### config.mk
export PLATFORM = sky130hd
export DESIGN_NAME = pds_seq
export DESIGN_NICKNAME = d
export VERILOG_FILES = /design/src/rtl/pds_pkg.sv /design/src/rtl/pds_settle_regs.sv /design/src/rtl/pds_timer.sv /design/src/rtl/pds_fsm.sv /design/src/rtl/pds_seq.sv
export SDC_FILE = /design/constraint.sdc
export NUM_CORES = 1
export LEC_CHECK = 0
export BUFFER_PORTS_ARGS = -buffer_cell sky130_fd_sc_hd__buf_4
export CORE_AREA = 2 2 86 88
export CTS_CLUSTER_DIAMETER = 120
export DETAILED_ROUTE_END_ITERATION = 12
export DIE_AREA = 0 0 88 90
export GPL_ROUTABILITY_DRIVEN = 1
export HOLD_SLACK_MARGIN = 0.08
export PLACE_DENSITY = 0.78
export SETUP_SLACK_MARGIN = 0.5
export SYNTH_ARGS = -nofsm -noshare
export SYNTH_HDL_FRONTEND = slang
export SYNTH_HIERARCHICAL = 1
export SYNTH_SLANG_ARGS = --single-unit
### constraint.sdc
create_clock -name clk_i -period 9 [get_ports clk_i]
set_input_delay 2.7 -clock clk_i [delete_from_list [all_inputs] [get_ports clk_i]]
set_output_delay 2.7 -clock clk_i [all_outputs]
set_load 0.02 [all_outputs]
### src/rtl/pds_pkg.sv
package pds_pkg;

   // Sequencer phases
   typedef enum logic [2:0] {
      ST_IDLE   = 3'd0,
      ST_ACK    = 3'd1,
      ST_QUIET  = 3'd2,
      ST_SETTLE = 3'd3,
      ST_PWR    = 3'd4
   } pds_state_e;

   // Settle word selection
   localparam int unsigned PDS_WORDS  = 2;
   localparam logic        PDS_SEL_DN = 1'b0;
   localparam logic        PDS_SEL_UP = 1'b1;

endpackage

### src/rtl/pds_settle_regs.sv
module pds_settle_regs #(
   parameter int unsigned CNT_W      = 16,
   parameter int unsigned DEF_SETTLE = 24
) (
   input  logic             clk_i,
   input  logic             rst_ni,
   input  logic             cfg_wr_i,
   input  logic             cfg_sel_i,
   input  logic [CNT_W-1:0] cfg_data_i,
   output logic [CNT_W-1:0] dn_settle_o,
   output logic [CNT_W-1:0] up_settle_o
);
   import pds_pkg::*;

   localparam logic [CNT_W-1:0] RST_VAL = CNT_W'(DEF_SETTLE);

   for (genvar w = 0; w < PDS_WORDS; w++) begin : g_word
      localparam logic MY_SEL = (w == 1) ? PDS_SEL_UP : PDS_SEL_DN;
      logic [CNT_W-1:0] val_q;

      always_ff @(posedge clk_i or negedge rst_ni) begin
         if (!rst_ni) begin
            val_q <= RST_VAL;
         end else if (cfg_wr_i && (cfg_sel_i == MY_SEL)) begin
            val_q <= cfg_data_i;
         end
      end
   end

   assign dn_settle_o = g_word[0].val_q;
   assign up_settle_o = g_word[1].val_q;

   // a write lands only in the selected word
   assert_cfg_dn_R7 : assert property (@(posedge clk_i) disable iff (!rst_ni)
      (cfg_wr_i && cfg_sel_i == PDS_SEL_DN) |=> (dn_settle_o == $past(cfg_data_i)) && $stable(up_settle_o));
   assert_cfg_up_R7 : assert property (@(posedge clk_i) disable iff (!rst_ni)
      (cfg_wr_i && cfg_sel_i == PDS_SEL_UP) |=> (up_settle_o == $past(cfg_data_i)) && $stable(dn_settle_o));

endmodule

### src/rtl/pds_timer.sv
module pds_timer #(
   parameter int unsigned TO_CYC = 500000
) (
   input  logic clk_i,
   input  logic rst_ni,
   input  logic clr_i,
   input  logic run_i,
   output logic expired_o
);
   localparam int unsigned TW = $clog2(TO_CYC + 1);
   localparam logic [TW-1:0] LAST = TW'(TO_CYC - 1);

   logic [TW-1:0] cnt_q;

   always_ff @(posedge clk_i or negedge rst_ni) begin
      if (!rst_ni) begin
         cnt_q <= '0;
      end else if (clr_i) begin
         cnt_q <= '0;
      end else if (run_i) begin
         cnt_q <= cnt_q + 1'b1;
      end
   end

   assign expired_o = run_i && (cnt_q == LAST);

   // the phase counter never passes its limit
   assert_timer_bound_R6 : assert property (@(posedge clk_i) disable iff (!rst_ni)
      cnt_q <= LAST);

endmodule

### src/rtl/pds_fsm.sv
module pds_fsm #(
   parameter int unsigned CNT_W        = 16,
   parameter bit          HAS_IDLE_REQ = 1'b1,
   parameter bit          HAS_PWR      = 1'b1
) (
   input  logic             clk_i,
   input  logic             rst_ni,
   input  logic             cmd_valid_i,
   input  logic             cmd_on_i,
   input  logic             is_on_i,
   input  logic             ack_i,
   input  logic             quiet_i,
   input  logic [CNT_W-1:0] dn_settle_i,
   input  logic [CNT_W-1:0] up_settle_i,
   input  logic             to_expired_i,
   output logic             idle_req_o,
   output logic             pwr_off_o,
   output logic             busy_o,
   output logic             done_o,
   output logic             err_o,
   output logic             to_run_o,
   output logic             to_clr_o
);
   import pds_pkg::*;

   pds_state_e       state_q, state_d;
   logic             goal_q, goal_d;
   logic             req_q, req_d;
   logic             off_q, off_d;
   logic             done_q, done_d;
   logic             err_q, err_d;
   logic [CNT_W-1:0] sc_q, sc_d;
   logic             want;

   // Handshake level expected back from the island equals the request level
   assign want = ~goal_q;

   always_comb begin
      state_d = state_q;
      goal_d  = goal_q;
      req_d   = req_q;
      off_d   = off_q;
      sc_d    = sc_q;
      done_d  = 1'b0;
      err_d   = 1'b0;
      unique case (state_q)
         ST_IDLE: begin
            if (cmd_valid_i) begin
               if (is_on_i == cmd_on_i) begin
                  done_d = 1'b1;
               end else begin
                  goal_d = cmd_on_i;
                  if (!cmd_on_i) begin
                     if (HAS_IDLE_REQ) begin
                        req_d   = 1'b1;
                        state_d = ST_ACK;
                     end else begin
                        off_d   = 1'b1;
                        sc_d    = dn_settle_i;
                        state_d = ST_SETTLE;
                     end
                  end else begin
                     if (HAS_PWR) begin
                        off_d   = 1'b0;
                        sc_d    = up_settle_i;
                        state_d = ST_SETTLE;
                     end else begin
                        req_d   = 1'b0;
                        state_d = ST_ACK;
                     end
                  end
               end
            end
         end
         ST_ACK: begin
            if (ack_i == want) begin
               state_d = ST_QUIET;
            end else if (to_expired_i) begin
               err_d   = 1'b1;
               state_d = ST_IDLE;
            end
         end
         ST_QUIET: begin
            if (quiet_i == want) begin
               if (!goal_q && HAS_PWR) begin
                  off_d   = 1'b1;
                  sc_d    = dn_settle_i;
                  state_d = ST_SETTLE;
               end else begin
                  done_d  = 1'b1;
                  state_d = ST_IDLE;
               end
            end else if (to_expired_i) begin
               err_d   = 1'b1;
               state_d = ST_IDLE;
            end
         end
         ST_SETTLE: begin
            if (sc_q == '0) begin
               state_d = ST_PWR;
            end else begin
               sc_d = sc_q - 1'b1;
            end
         end
         ST_PWR: begin
            if (is_on_i == goal_q) begin
               if (goal_q && HAS_IDLE_REQ) begin
                  req_d   = 1'b0;
                  state_d = ST_ACK;
               end else begin
                  done_d  = 1'b1;
                  state_d = ST_IDLE;
               end
            end else if (to_expired_i) begin
               err_d   = 1'b1;
               state_d = ST_IDLE;
            end
         end
         default: state_d = ST_IDLE;
      endcase
   end

   always_ff @(posedge clk_i or negedge rst_ni) begin
      if (!rst_ni) begin
         state_q <= ST_IDLE;
         goal_q  <= 1'b1;
         req_q   <= 1'b0;
         off_q   <= 1'b0;
         done_q  <= 1'b0;
         err_q   <= 1'b0;
         sc_q    <= '0;
      end else begin
         state_q <= state_d;
         goal_q  <= goal_d;
         req_q   <= req_d;
         off_q   <= off_d;
         done_q  <= done_d;
         err_q   <= err_d;
         sc_q    <= sc_d;
      end
   end

   assign idle_req_o = req_q;
   assign pwr_off_o  = off_q;
   assign busy_o     = (state_q != ST_IDLE);
   assign done_o     = done_q;
   assign err_o      = err_q;
   assign to_run_o   = (state_q == ST_ACK) || (state_q == ST_QUIET) || (state_q == ST_PWR);
   assign to_clr_o   = (state_d != state_q) || (state_q == ST_IDLE);

   // an error only ends a supervised wait step
   assert_err_wait_R6 : assert property (@(posedge clk_i) disable iff (!rst_ni)
      $rose(err_o) |-> ($past(state_q) == ST_ACK) || ($past(state_q) == ST_QUIET) || ($past(state_q) == ST_PWR));
   // an error is never reported together with completion
   assert_err_nodone_R6 : assert property (@(posedge clk_i) disable iff (!rst_ni)
      err_o |-> !done_o);
   // settle phase lasts until its count reaches zero
   assert_settle_len_R7 : assert property (@(posedge clk_i) disable iff (!rst_ni)
      (state_q == ST_SETTLE && sc_q != '0) |=> (state_q == ST_SETTLE));
   // a command for the present state finishes at once
   assert_already_R8 : assert property (@(posedge clk_i) disable iff (!rst_ni)
      (state_q == ST_IDLE && cmd_valid_i && is_on_i == cmd_on_i) |=> (done_o && !busy_o && $stable(req_q) && $stable(off_q)));
   // a command during a transition does not retarget it
   assert_busy_hold_R9 : assert property (@(posedge clk_i) disable iff (!rst_ni)
      (busy_o && cmd_valid_i) |=> $stable(goal_q));

endmodule

### src/rtl/pds_seq.sv
module pds_seq #(
   parameter int unsigned CLK_MHZ      = 50,
   parameter int unsigned TIMEOUT_US   = 10000,
   parameter int unsigned CNT_W        = 16,
   parameter int unsigned DEF_SETTLE   = 24,
   parameter bit          HAS_IDLE_REQ = 1'b1,
   parameter bit          HAS_PWR      = 1'b1,
   parameter bit          HAS_STATUS   = 1'b1
) (
   input  logic             clk_i,
   input  logic             rst_ni,
   input  logic             cmd_valid_i,
   input  logic             cmd_on_i,
   input  logic             idle_ack_i,
   input  logic             idle_stat_i,
   input  logic             pwr_stat_i,
   input  logic             cfg_wr_i,
   input  logic             cfg_sel_i,
   input  logic [CNT_W-1:0] cfg_data_i,
   output logic             idle_req_o,
   output logic             pwr_off_o,
   output logic             busy_o,
   output logic             done_o,
   output logic             err_o
);
   localparam int unsigned TO_CYC = CLK_MHZ * TIMEOUT_US;

   // Elaboration-time parameter checks
   if (!HAS_IDLE_REQ && !HAS_PWR) begin : g_chk_caps
      $error("pds_seq: island needs a handshake or a switch");
   end
   if (HAS_PWR && !HAS_STATUS) begin : g_chk_stat
      $error("pds_seq: a switched island needs a status input");
   end
   if (TO_CYC < 2) begin : g_chk_to
      $error("pds_seq: timeout too short");
   end
   if (CNT_W < 1 || CNT_W > 32) begin : g_chk_w
      $error("pds_seq: settle width out of range");
   end

   logic             is_on;
   logic             req_raw, off_raw;
   logic             to_run, to_clr, to_exp;
   logic [CNT_W-1:0] dn_settle, up_settle;

   // Power state source
   if (HAS_STATUS) begin : g_on_stat
      assign is_on = ~pwr_stat_i;
   end else begin : g_on_idle
      assign is_on = ~idle_stat_i;
   end

   pds_settle_regs #(
      .CNT_W      (CNT_W),
      .DEF_SETTLE (DEF_SETTLE)
   ) settle_i (
      .clk_i       (clk_i),
      .rst_ni      (rst_ni),
      .cfg_wr_i    (cfg_wr_i),
      .cfg_sel_i   (cfg_sel_i),
      .cfg_data_i  (cfg_data_i),
      .dn_settle_o (dn_settle),
      .up_settle_o (up_settle)
   );

   pds_timer #(
      .TO_CYC (TO_CYC)
   ) timer_i (
      .clk_i     (clk_i),
      .rst_ni    (rst_ni),
      .clr_i     (to_clr),
      .run_i     (to_run),
      .expired_o (to_exp)
   );

   pds_fsm #(
      .CNT_W        (CNT_W),
      .HAS_IDLE_REQ (HAS_IDLE_REQ),
      .HAS_PWR      (HAS_PWR)
   ) fsm_i (
      .clk_i        (clk_i),
      .rst_ni       (rst_ni),
      .cmd_valid_i  (cmd_valid_i),
      .cmd_on_i     (cmd_on_i),
      .is_on_i      (is_on),
      .ack_i        (idle_ack_i),
      .quiet_i      (idle_stat_i),
      .dn_settle_i  (dn_settle),
      .up_settle_i  (up_settle),
      .to_expired_i (to_exp),
      .idle_req_o   (req_raw),
      .pwr_off_o    (off_raw),
      .busy_o       (busy_o),
      .done_o       (done_o),
      .err_o        (err_o),
      .to_run_o     (to_run),
      .to_clr_o     (to_clr)
   );

   // Capability tie-offs
   if (HAS_IDLE_REQ) begin : g_req
      assign idle_req_o = req_raw;
   end else begin : g_no_req
      assign idle_req_o = 1'b0;
   end
   if (HAS_PWR) begin : g_pwr
      assign pwr_off_o = off_raw;
   end else begin : g_no_pwr
      assign pwr_off_o = 1'b0;
   end

   // outputs at rest right after reset
   assert_reset_R11 : assert property (@(posedge clk_i)
      $rose(rst_ni) |-> !busy_o && !done_o && !err_o);

   if (HAS_IDLE_REQ && HAS_PWR) begin : g_order_chk
      // the switch opens only after acknowledge and quiet were seen
      assert_down_order_R1 : assert property (@(posedge clk_i) disable iff (!rst_ni)
         $rose(pwr_off_o) |-> idle_req_o && $past(idle_ack_i) && $past(idle_stat_i));
      // quiesce is withdrawn only once power is back
      assert_up_order_R2 : assert property (@(posedge clk_i) disable iff (!rst_ni)
         $fell(idle_req_o) |-> !pwr_off_o && !$past(pwr_stat_i));
   end

endmodule

==> results of run 1 <==
==> layer usage <==
| layer | vias to the layer above | share of wire [%] |
|---|---|---|
| met2 | 101 | 47 |
| li1 | 1508 | - |
| met1 | 1587 | 47 |
| met4 | 0 | 1.9 |
| met3 | 17 | 4.3 |
| met5 | - | 0 |
==> cells by family after synthesis <==
group / count (synthesis)
AO/OA/AOI/OAI: 98
AND/OR/NAND/NOR: 138
multiplexers: 35
XOR/XNOR: 16
buffers and inverters: 34
flip-flops: 75
adder cells (fa/ha/maj): 6
==> synth_stat cells (4+ instances only) <==
library cell | number | share of area (%)
a21oi_1 | 27 | 3.3
a22oi_1 | 4 | 0.74
a31oi_1 | 6 | 0.92
and2_1 | 4 | 0.61
and3_1 | 5 | 0.77
buf_2 | 5 | 0.61
buf_6 | 4 | 1.1
clkbuf_1 | 9 | 0.83
dfrtp_1 | 70 | 43
dfstp_2 | 5 | 3.2
ha_1 | 6 | 1.8
inv_1 | 12 | 1.1
mux2_2 | 21 | 5.8
mux2_4 | 11 | 4.0
nand2_1 | 19 | 1.7
nand2b_1 | 4 | 0.61
nand3_1 | 11 | 1.3
nand4_1 | 10 | 1.5
nor2_1 | 41 | 3.8
nor2b_1 | 7 | 1.1
nor3_1 | 7 | 0.86
nor4_1 | 7 | 1.1
o211ai_1 | 7 | 1.3
o21ai_0 | 24 | 2.9
or3_1 | 4 | 0.61
xnor2_1 | 10 | 2.1
xor2_1 | 6 | 1.3
==> final cells by class <==
cell class	instances	share of cell area (%)
sequential	75	41.7
clock inverter	5	1.16
multi-input combinational	293	45.2
inverter	13	1.08
tap	99	2.74
timing repair buffer	30	4.99
clock buffer	11	3.13
==> worst max-delay path: stages <==
cell,delay [ns]
buf_4,0.11
inv_1,0.13
inv_1,0.07
ha_1,0.31
nand2_1,0.07
or2_2,0.11
o311ai_0,0.13
nand4_1,0.77
o211ai_1,0.35
or4_4,0.50
or3_1,0.34
a21oi_1,0.17
==> power by group <==
| group | switching (mW) | internal (mW) |
|---|---|---|
| sequential | 0.0797 | 0.407 |
| clock | 0.122 | 0.134 |
| combinational | 0.262 | 0.168 |
| total | 0.464 | 0.710 |
==> state kept, by name (all words and copies together) (netlist names) <==
name and flops:
fsm_i/done_o 1, fsm_i/state_q 3, fsm_i/goal_q 1, fsm_i/idle_req_o 1, fsm_i/sc_q 16, settle_i/dn_settle_o 16, fsm_i/err_o 1, fsm_i/pwr_off_o 1
timer_i/cnt_q 19, settle_i/up_settle_o 16
==> path summary, 6_finish.rpt <==
check	start	end	slack [ns]	depth (start not counted)
setup / recovery	pwr_stat_i	timer_i/cnt_q[16]	3.46	12
min in group asynchronous	rst_ni	fsm_i/sc_q[4]	2.49	1
hold reg to reg	settle_i/dn_settle_o[13]	settle_i/dn_settle_o[13]	0.50	1
max in group asynchronous	rst_ni	timer_i/cnt_q[4]	5.89	1
hold / removal	settle_i/dn_settle_o[13]	settle_i/dn_settle_o[13]	0.50	1
setup reg to reg	fsm_i/state_q[0]	timer_i/cnt_q[16]	4.00	11
==> layout by cell type (no fill, tap or decap), drive strengths merged, types with 12 or more instances in the layout <==
master | Yosys | layout
mux2 | 33 | 33
buf | 12 | 30
a21oi | 27 | 27
o21ai | 27 | 27
nand2 | 21 | 21
dfrtp | 70 | 70
nor2 | 41 | 41
inv | 12 | 12
==> results by group, run 1 <==
Layout
  – Antenna diodes: 0
  – Nets: approximately 450
  – Share of cells above drive strength 1: roughly 22%
  – Design Area, Final: between 0.004 and 0.005 mm2
  – Synth-to-layout area growth: 10.5%
  – Fillers: 570
  – Post-route non-filler standard cell count: about 530
  – Storage element area: 0.00188 mm2
  – Final core occ: 64.3%
  – Area of the multi-input gates: 0.00204 mm2

STA
  – Max Freq: 181 MHz
  – Final setup margin: around 3.5 ns
  – Hold Vio Cnt, Final: 0
  – RSZ-0062 raised after global routing: false
  – Slew Limit Headroom: 22.2%
  – Fin crit share: 61.5%
  – Worst slew pin tran: about 1.2 ns
  – Final max-slew violation count: 0
  – Setup TNS: 0 ns
  – Endpoints failing setup: 0
  – Period minus WS final: around 5.5 ns
  – Final hold slack: about 0.50 ns
  – Skew final: around 0.01 ns

Route
  – Via count: ~3200
  – Final wirelength: about 9 mm
  – Iteration count of the initial detailed-routing pass: 5
  – Wire length per cell: 17.3 um
  – DRC Markers: 0
  – Routed Antenna Nets: 0
  – Number of vias per cell: slightly above 6
  – DRT iter0 DRCs: 409

Placement
  – HPWL after DPL: between 6 and 7 mm
  – Number of buffers inserted by port buffering: 29
  – Gp weighted congestion: approximately 0.89
  – Pre-CTS setup slack: 3.16 ns
  – DP Cell Count: between 500 and 600
  – Placed Area: about 0.0043 mm2

Pwr
  – Total power: 1.17 mW
  – Pwr/cell area: 260 mW/mm2
  – VDD IR max: between 0.15 and 0.2 mV
  – Static Leak: around 1.9 nW

Global routing
  – Top Usage Layer GRT: met1
  – Vias in the first global route: 3215
  – Antenna violations before repair: 0
  – Tot GR Track Use: between 20% and 30%
  – Met2 GRT Util: a little over a third
  – Met3 usage: between 4 and 5%
  – Largest net degree at the start of global routing: 76
  – First-pass GRT wire length: approximately 16 mm
  – GRT overflow: 0
  – Met1 GRT Util: 37.3%

Yosys
  – Largest family of logic cells by synthesized area: simple AND/OR/NAND/NOR gates
  – Yosys cell types: 67
  – Mean Syn Cell Area: 10.2 um2
  – Gate Count Post-Synth: approximately 400
  – Complex-gate fraction of the synthesized area: around 15%
  – Mapped cell area: between 0.004 and 0.005 mm2
  – Synth Warn #: 6
  – Async set-reset flop share out of synthesis: 100%
  – Syn nets: 433
  – Sequential fraction of the synthesis area: 46.1%
  – XOR/XNOR Fraction of Synth Area: under 10%
  – Synth Area in Simple Gates: about a fifth
  – Fraction of the mapped netlist area in adder cells: ~1.8%
  – Post-synthesis register bit count: between 70 and 80
  – Post-synthesis mux area share: approximately a tenth
  – Ys flop type: dfrtp_1
  – Post-synth EDFFs: 0

Clock network
  – Root Driver: clkbuf_8
  – H-tree depth: 3
  – CTS sink cnt: 75
  – Reg clk slew, reported paths: ~0.07 ns
  – CTS resizes: 0
  – CTS tree: yes
  – Worst skew pair latency: ~0.34 ns
  – Post-CTS Setup Inserts: 0
  – CTS Hold Buffers Added: 0
  – Clock buffer depth: 2
  – CTS buffer count: 9

Floorplan
  – Die width: 88 um
  – Overall die area: between 0.007 and 0.008 mm2
  – Row cnt: 31
  – Die Y: 90 um
  – Core region area: 0.00702 mm2
  – # IOs: 30
  – Starting density of the core: between 50% and 60%

Worst hold path
  – HP Class: reg -> reg

Critical path
  – Max FO, Critical Path: 24
  – Critical Path AT: between 5 and 6 ns
  – Setup crit end kind: register
  – Crit path kind: in -> reg
  – CP Launch Type: input port
  – Worst EP required: roughly 9.2 ns

Outcome
  – Status: complete, no violations

Flow run
  – Max_cap viols: 0
Power figures use the tool's default switching activity.
==> inputs of run 2 (changes only) <==
- clock period: 9 -> 5.4 ns (I/O delays scaled with it)
==> run 2 against run 1 <==
Effect of this change:
- clock power up 110%
- final area up 1.7%
- global-route usage up 0.14 points
==> results by group, run 2 (synthesized netlist as in run 1, its figures left out) <==
Route
  – Iteration count of the initial detailed-routing pass: 4
  – DRT iter0 DRCs: 370
  – Via count: about 3200
  – Routed Antenna Nets: 0
  – Final wirelength: 9.13 mm
  – Wire length per cell: 17.3 um
  – Number of vias per cell: 6.10
  – DRC Markers: 0

Floorplan
  – Die Y: approximately 90 um
  – Overall die area: slightly below 0.008 mm2
  – Core region area: about 0.0070 mm2
  – Die width: 88 um
  – Starting density of the core: between 50% and 60%
  – # IOs: 30
  – Row cnt: 31

Layout
  – Area of the multi-input gates: about 0.002 mm2
  – Max reg flops: 19
  – Post-route non-filler standard cell count: 529
  – Antenna diodes: 0
  – Final core occ: between 60 and 70%
  – Share of cells above drive strength 1: 23.3%
  – Fillers: about 550
  – Most frequent cells in the layout: dfrtp_1, nor2_1, buf_4
  – Nets: about 460
  – Storage element area: 0.00188 mm2
  – Most flop-heavy register: timer_i/cnt_q
  – Synth-to-layout area growth: 12.4%
  – Most common cell after layout, fill and taps aside: dfrtp_1
  – Design Area, Final: between 0.004 and 0.005 mm2

Clock network
  – H-tree depth: 3
  – Reg clk slew, reported paths: approximately 0.08 ns
  – Post-CTS Setup Inserts: 0
  – CTS sink cnt: 75
  – CTS Hold Buffers Added: 0
  – Root Driver: clkbuf_8
  – CTS resizes: 0
  – CTS buffer count: 9
  – CTS tree: yes
  – Worst skew pair latency: 0.36 ns
  – Clock buffer depth: 2

Placement
  – Placed Area: between 0.004 and 0.005 mm2
  – Number of buffers inserted by port buffering: 29
  – DP Cell Count: 513
  – Pre-CTS setup slack: between 1 and 1.5 ns
  – HPWL after DPL: 6.16 mm
  – Gp weighted congestion: 0.892

Pwr
  – VDD IR max: roughly 0.22 mV
  – Total power: 2.09 mW
  – Pwr/cell area: approximately 450 mW/mm2
  – Static Leak: 1.94 nW

Critical path
  – Launch point of the worst path: fsm_i/state_q[0]
  – CP Launch Type: register
  – R2r worst-path depth: 14
  – CP Capture Point: timer_i/cnt_q[18]
  – Critical Path AT: 4.63 ns
  – R2R Path Start: fsm_i/state_q[0]
  – Crit path kind: reg -> reg
  – Setup crit end kind: register
  – FF-to-FF End: timer_i/cnt_q[18]
  – Worst EP required: ~5.7 ns
  – R2R setup slack: approximately 1.1 ns
  – Max FO, Critical Path: 24

STA
  – Final max-slew violation count: 0
  – Final setup margin: 1.05 ns
  – Max Freq: around 230 MHz
  – Worst slew pin tran: roughly 1.1 ns
  – Skew final: between 0.01 and 0.015 ns
  – Period minus WS final: roughly 4.3 ns
  – Endpoints failing setup: 0
  – Hold Vio Cnt, Final: 0
  – Slew Limit Headroom: between 20% and 30%
  – Final hold slack: 0.511 ns
  – Fin crit share: slightly above 80%
  – Setup TNS: 0 ns
  – RSZ-0062 raised after global routing: false

Global routing
  – Tot GR Track Use: ~25%
  – Largest net degree at the start of global routing: 76
  – GRT overflow: 0
  – First-pass GRT wire length: 15.5 mm
  – Vias in the first global route: roughly 3100
  – Antenna violations before repair: 0

Worst hold path
  – HP Class: reg -> reg

Outcome
  – Status: complete, no violations

Flow run
  – Max_cap viols: 0
## run 2: changes by cell type in the layout (fill, tap and decap cells not counted)
| cell | change |
|---|---|
| buf_4 | +3 |
| bufinv_16 | +2 |
| clkbuf_1 | -1 |
| clkinv_2 | -2 |
| clkinv_4 | +2 |
| clkinvlp_4 | -1 |
## run 2: cell type report
cell class	count	area share [%]
Tap cell	99	2.70
Timing Repair Buffer	33	5.40
Clock buffer	10	3.00
Sequential cell	75	41.0
Clock inverter	6	2.45
Multi-Input combinational cell	293	44.4
Inverter	13	1.06
## run 2: where the power goes
group,switching [mW],internal [mW],total (mW)
clock network,0.213,0.320,0.533
logic,0.465,0.294,0.759
registers,0.115,0.679,0.794
total,0.793,1.29,2.09
## run 2: metal layers
layer	share of wire, %	wire, um	GRT usage [%]	vias to the layer above
met3	6.2	567	5.60	14
met1	46	4230	37.7	1590
li1	-	-	-	1519
met4	1.4	125	9.74	0
met5	0	0	0	-
met2	46	4210	35.4	103
## run 2: worst min-delay path by stage
stage / start / to / cells past startpoint
after global placement: settle_i/dn_settle_o[13] / settle_i/dn_settle_o[13] / 1
after detailed placement: settle_i/dn_settle_o[11] / settle_i/dn_settle_o[11] / 1
after floorplan: settle_i/dn_settle_o[13] / settle_i/dn_settle_o[13] / 1
after global routing: settle_i/up_settle_o[15] / settle_i/up_settle_o[15] / 1
after CTS: settle_i/up_settle_o[15] / settle_i/up_settle_o[15] / 1
final: settle_i/dn_settle_o[13] / settle_i/dn_settle_o[13] / 1
## run 2: worst max-delay path, stage by stage (launching register included)
cell and delay, ns:
dfrtp_1 0.36, buf_4 0.21, xnor2_1 0.15, o21bai_1 0.62, nand2_1 0.18, nor4_1 0.60
mux2i_1 0.17, a22oi_1 0.22, o21ai_0 0.12, nand4_1 0.11, buf_4 0.27, o211ai_1 0.17
or4_4 0.57, or3_1 0.35, a21oi_1 0.15
==> inputs of run 3 (changes only) <==
- CORE_AREA: 2 2 86 88 -> 2 2 90 92
- DIE_AREA: 0 0 88 90 -> 0 0 92 94
- PLACE_DENSITY: 0.78 -> 0.75
- clock period: 5.4 -> 3.65 ns (I/O delays scaled with it)
==> run 3 against run 2 <==
Effect of this change:
- cell count increased by 3.6%
- global-route usage decreased by 2.0 points
- flip-flop and latch count unchanged
- combinational power increased by 57%
- clock-buffer cell count increased by 2
- sequential power increased by 49%
- via count increased by 1.8%
- worst hold slack got worse by 0.0061 ns
- register-to-register slack got worse by 0.50 ns
- critical path depth decreased by 2
- clock power increased by 9.9%
- maximum frequency increased by 40%
==> results by group, run 3 (synthesized netlist as in run 1, its figures left out) <==
Flow run
  – Max_cap viols: 0

STA
  – Period minus WS final: 3.09 ns
  – Endpoints failing setup: 0
  – Slew Limit Headroom: 36.8%
  – Skew final: between 0.01 and 0.015 ns
  – Setup TNS: 0 ns
  – Hold Vio Cnt, Final: 0
  – Fin crit share: roughly 85%
  – Final hold slack: 0.505 ns
  – RSZ-0062 raised after global routing: true
  – Final max-slew violation count: 0
  – Worst slew pin tran: approximately 0.95 ns
  – Max Freq: between 300 and 400 MHz

Layout
  – Fillers: about 650
  – Antenna diodes: 0
  – Share of cells above drive strength 1: roughly 28%
  – Most flop-heavy register: timer_i/cnt_q
  – Nets: roughly 470
  – Most common cell after layout, fill and taps aside: dfrtp_1
  – Synth-to-layout area growth: 15.5%
  – Max reg flops: 19
  – Most frequent cells in the layout: dfrtp_1, buf_4, nor2_1

Global routing
  – Antenna violations before repair: 0
  – GRT overflow: 0
  – Vias in the first global route: ~3100
  – First-pass GRT wire length: approximately 16 mm
  – Largest net degree at the start of global routing: 76
  – Tot GR Track Use: 23.2%

Worst hold path
  – Worst Min Path Start: settle_i/dn_settle_o[15]
  – WHS Endpoint: settle_i/dn_settle_o[15]
  – HP Class: reg -> reg
  – WHS Path Cells: 1

Clock network
  – Reg clk slew, reported paths: around 0.080 ns
  – CTS buffer count: 9
  – Worst skew pair latency: about 0.35 ns
  – CTS tree: yes
  – H-tree depth: 3
  – Root Driver: clkbuf_8
  – CTS sink cnt: 75
  – Clock buffer depth: 2

Critical path
  – FF-to-FF End: timer_i/cnt_q[18]
  – Worst path cell trace: nand4_1 -> nor4b_2 -> nand4_1 -> nor4_4 -> mux2i_1 -> a22oi_1 -> o21ai_1 -> nand4_1 -> o211ai_1 -> or4_4 -> or3_1 -> a21oi_1
  – Crit path kind: reg -> reg
  – Most common cell on crit path: nand4_1
  – CP top delay family: simple AND/OR/NAND/NOR gates
  – CP bufs+invs: 0
  – Worst EP required: slightly below 4 ns
  – Crit path largest cell delay: ~0.45 ns
  – Setup crit end kind: register
  – CP Launch Type: register
  – Critical-path top delay cell: or4_4
  – Max FO, Critical Path: 6
  – R2r worst-path depth: 12
  – R2R setup slack: approximately 0.56 ns
  – Critical Path AT: ~3.4 ns
  – R2R Path Start: timer_i/cnt_q[2]

Floorplan
  – Row cnt: 32
  – Die width: a little over 90 um
  – # IOs: 30
  – Overall die area: ~0.0086 mm2
  – Core region area: about 0.0076 mm2
  – Starting density of the core: 53.7%
  – Die Y: 94 um

Route
  – Wire length per cell: about 17 um
  – Final wirelength: about 9.3 mm
  – Via count: between 3000 and 4000
  – Routed Antenna Nets: 0
  – Iteration count of the initial detailed-routing pass: 4
  – Number of vias per cell: ~6.0
  – DRC Markers: 0
  – DRT iter0 DRCs: 268

Pwr
  – Pwr/cell area: ~630 mW/mm2
  – VDD IR max: approximately 0.29 mV
  – Static Leak: 2.00 nW

Placement
  – Number of buffers inserted by port buffering: 29
  – Gp weighted congestion: 0.875
  – HPWL after DPL: 6.25 mm

Outcome
  – Status: complete, no violations
[run 3: cell type report]
class / instances / area, um2 / share of cell area (%)
Multi-Input combinational cell: 293 / 2100 / 44.5
Inverter: 13 / 48.8 / 1.03
Timing Repair Buffer: 49 / 372 / 7.88
Tap cell: 102 / 128 / 2.71
Clock inverter: 4 / 26.3 / 0.557
Clock buffer: 12 / 155 / 3.29
Sequential cell: 75 / 1890 / 40.0
[run 3: power breakdown]
group	total [mW]	internal [mW]	switching (mW)	leakage, nW
sequential	1.18	1.01	0.169	0.927
clock	0.586	0.283	0.303	0.0924
combinational	1.19	0.494	0.699	0.984
[run 3: how the worst max path moves through the flow]
stage,from,end,slack (ns),cells after the start
after detailed placement,pwr_stat_i,timer_i/cnt_q[17],0.19,13
final,timer_i/cnt_q[2],timer_i/cnt_q[18],0.56,12
after floorplan,pwr_stat_i,timer_i/cnt_q[16],0.49,12
after global placement,pwr_stat_i,timer_i/cnt_q[17],0.28,13
after global routing,timer_i/cnt_q[2],timer_i/cnt_q[18],0.31,12
after CTS,fsm_i/state_q[0],timer_i/cnt_q[18],0.51,12
[run 3: metal layers]
layer	up-vias	GRT usage, %	share of wire [%]
met1	1624	34.0	48
met4	0	7.46	1.8
met5	-	0	0
met2	94	35.4	45
li1	1546	-	-
met3	19	3.61	4.4
[run 3: timing repair]
item,in CTS,in global routing
buffers inserted,2,6
gates resized for setup,5,8
pin swaps,2,7
hold buffers,0,0
endpoints found under the setup margin,5,9
[run 3: per-stage QoR]
| step | setup WS, ns | total power, mW | util [%] | cells | area, um2 |
|---|---|---|---|---|---|
| after floorplan | 0.489 | 1.98 | - | 402 | 4110 |
| after global placement | 0.281 | 2.29 | 58.2 | 524 | 4430 |
| after detailed placement | 0.192 | 2.32 | 58.2 | 524 | 4430 |
| after CTS | 0.513 | 2.93 | 61.1 | 542 | 4650 |
| after global routing | 0.314 | 3.16 | 62.0 | 548 | 4720 |
| final | 0.556 | 2.96 | 62.0 | 548 | 4720 |
[run 3: worst reg2reg max path, cell delays in order, from the launching register on]
cell,delay (ns)
dfrtp_2,0.43
nand4_1,0.16
nor4b_2,0.36
nand4_1,0.19
nor4_4,0.20
mux2i_1,0.11
a22oi_1,0.21
o21ai_1,0.11
nand4_1,0.16
o211ai_1,0.13
or4_4,0.45
or3_1,0.36
a21oi_1,0.16
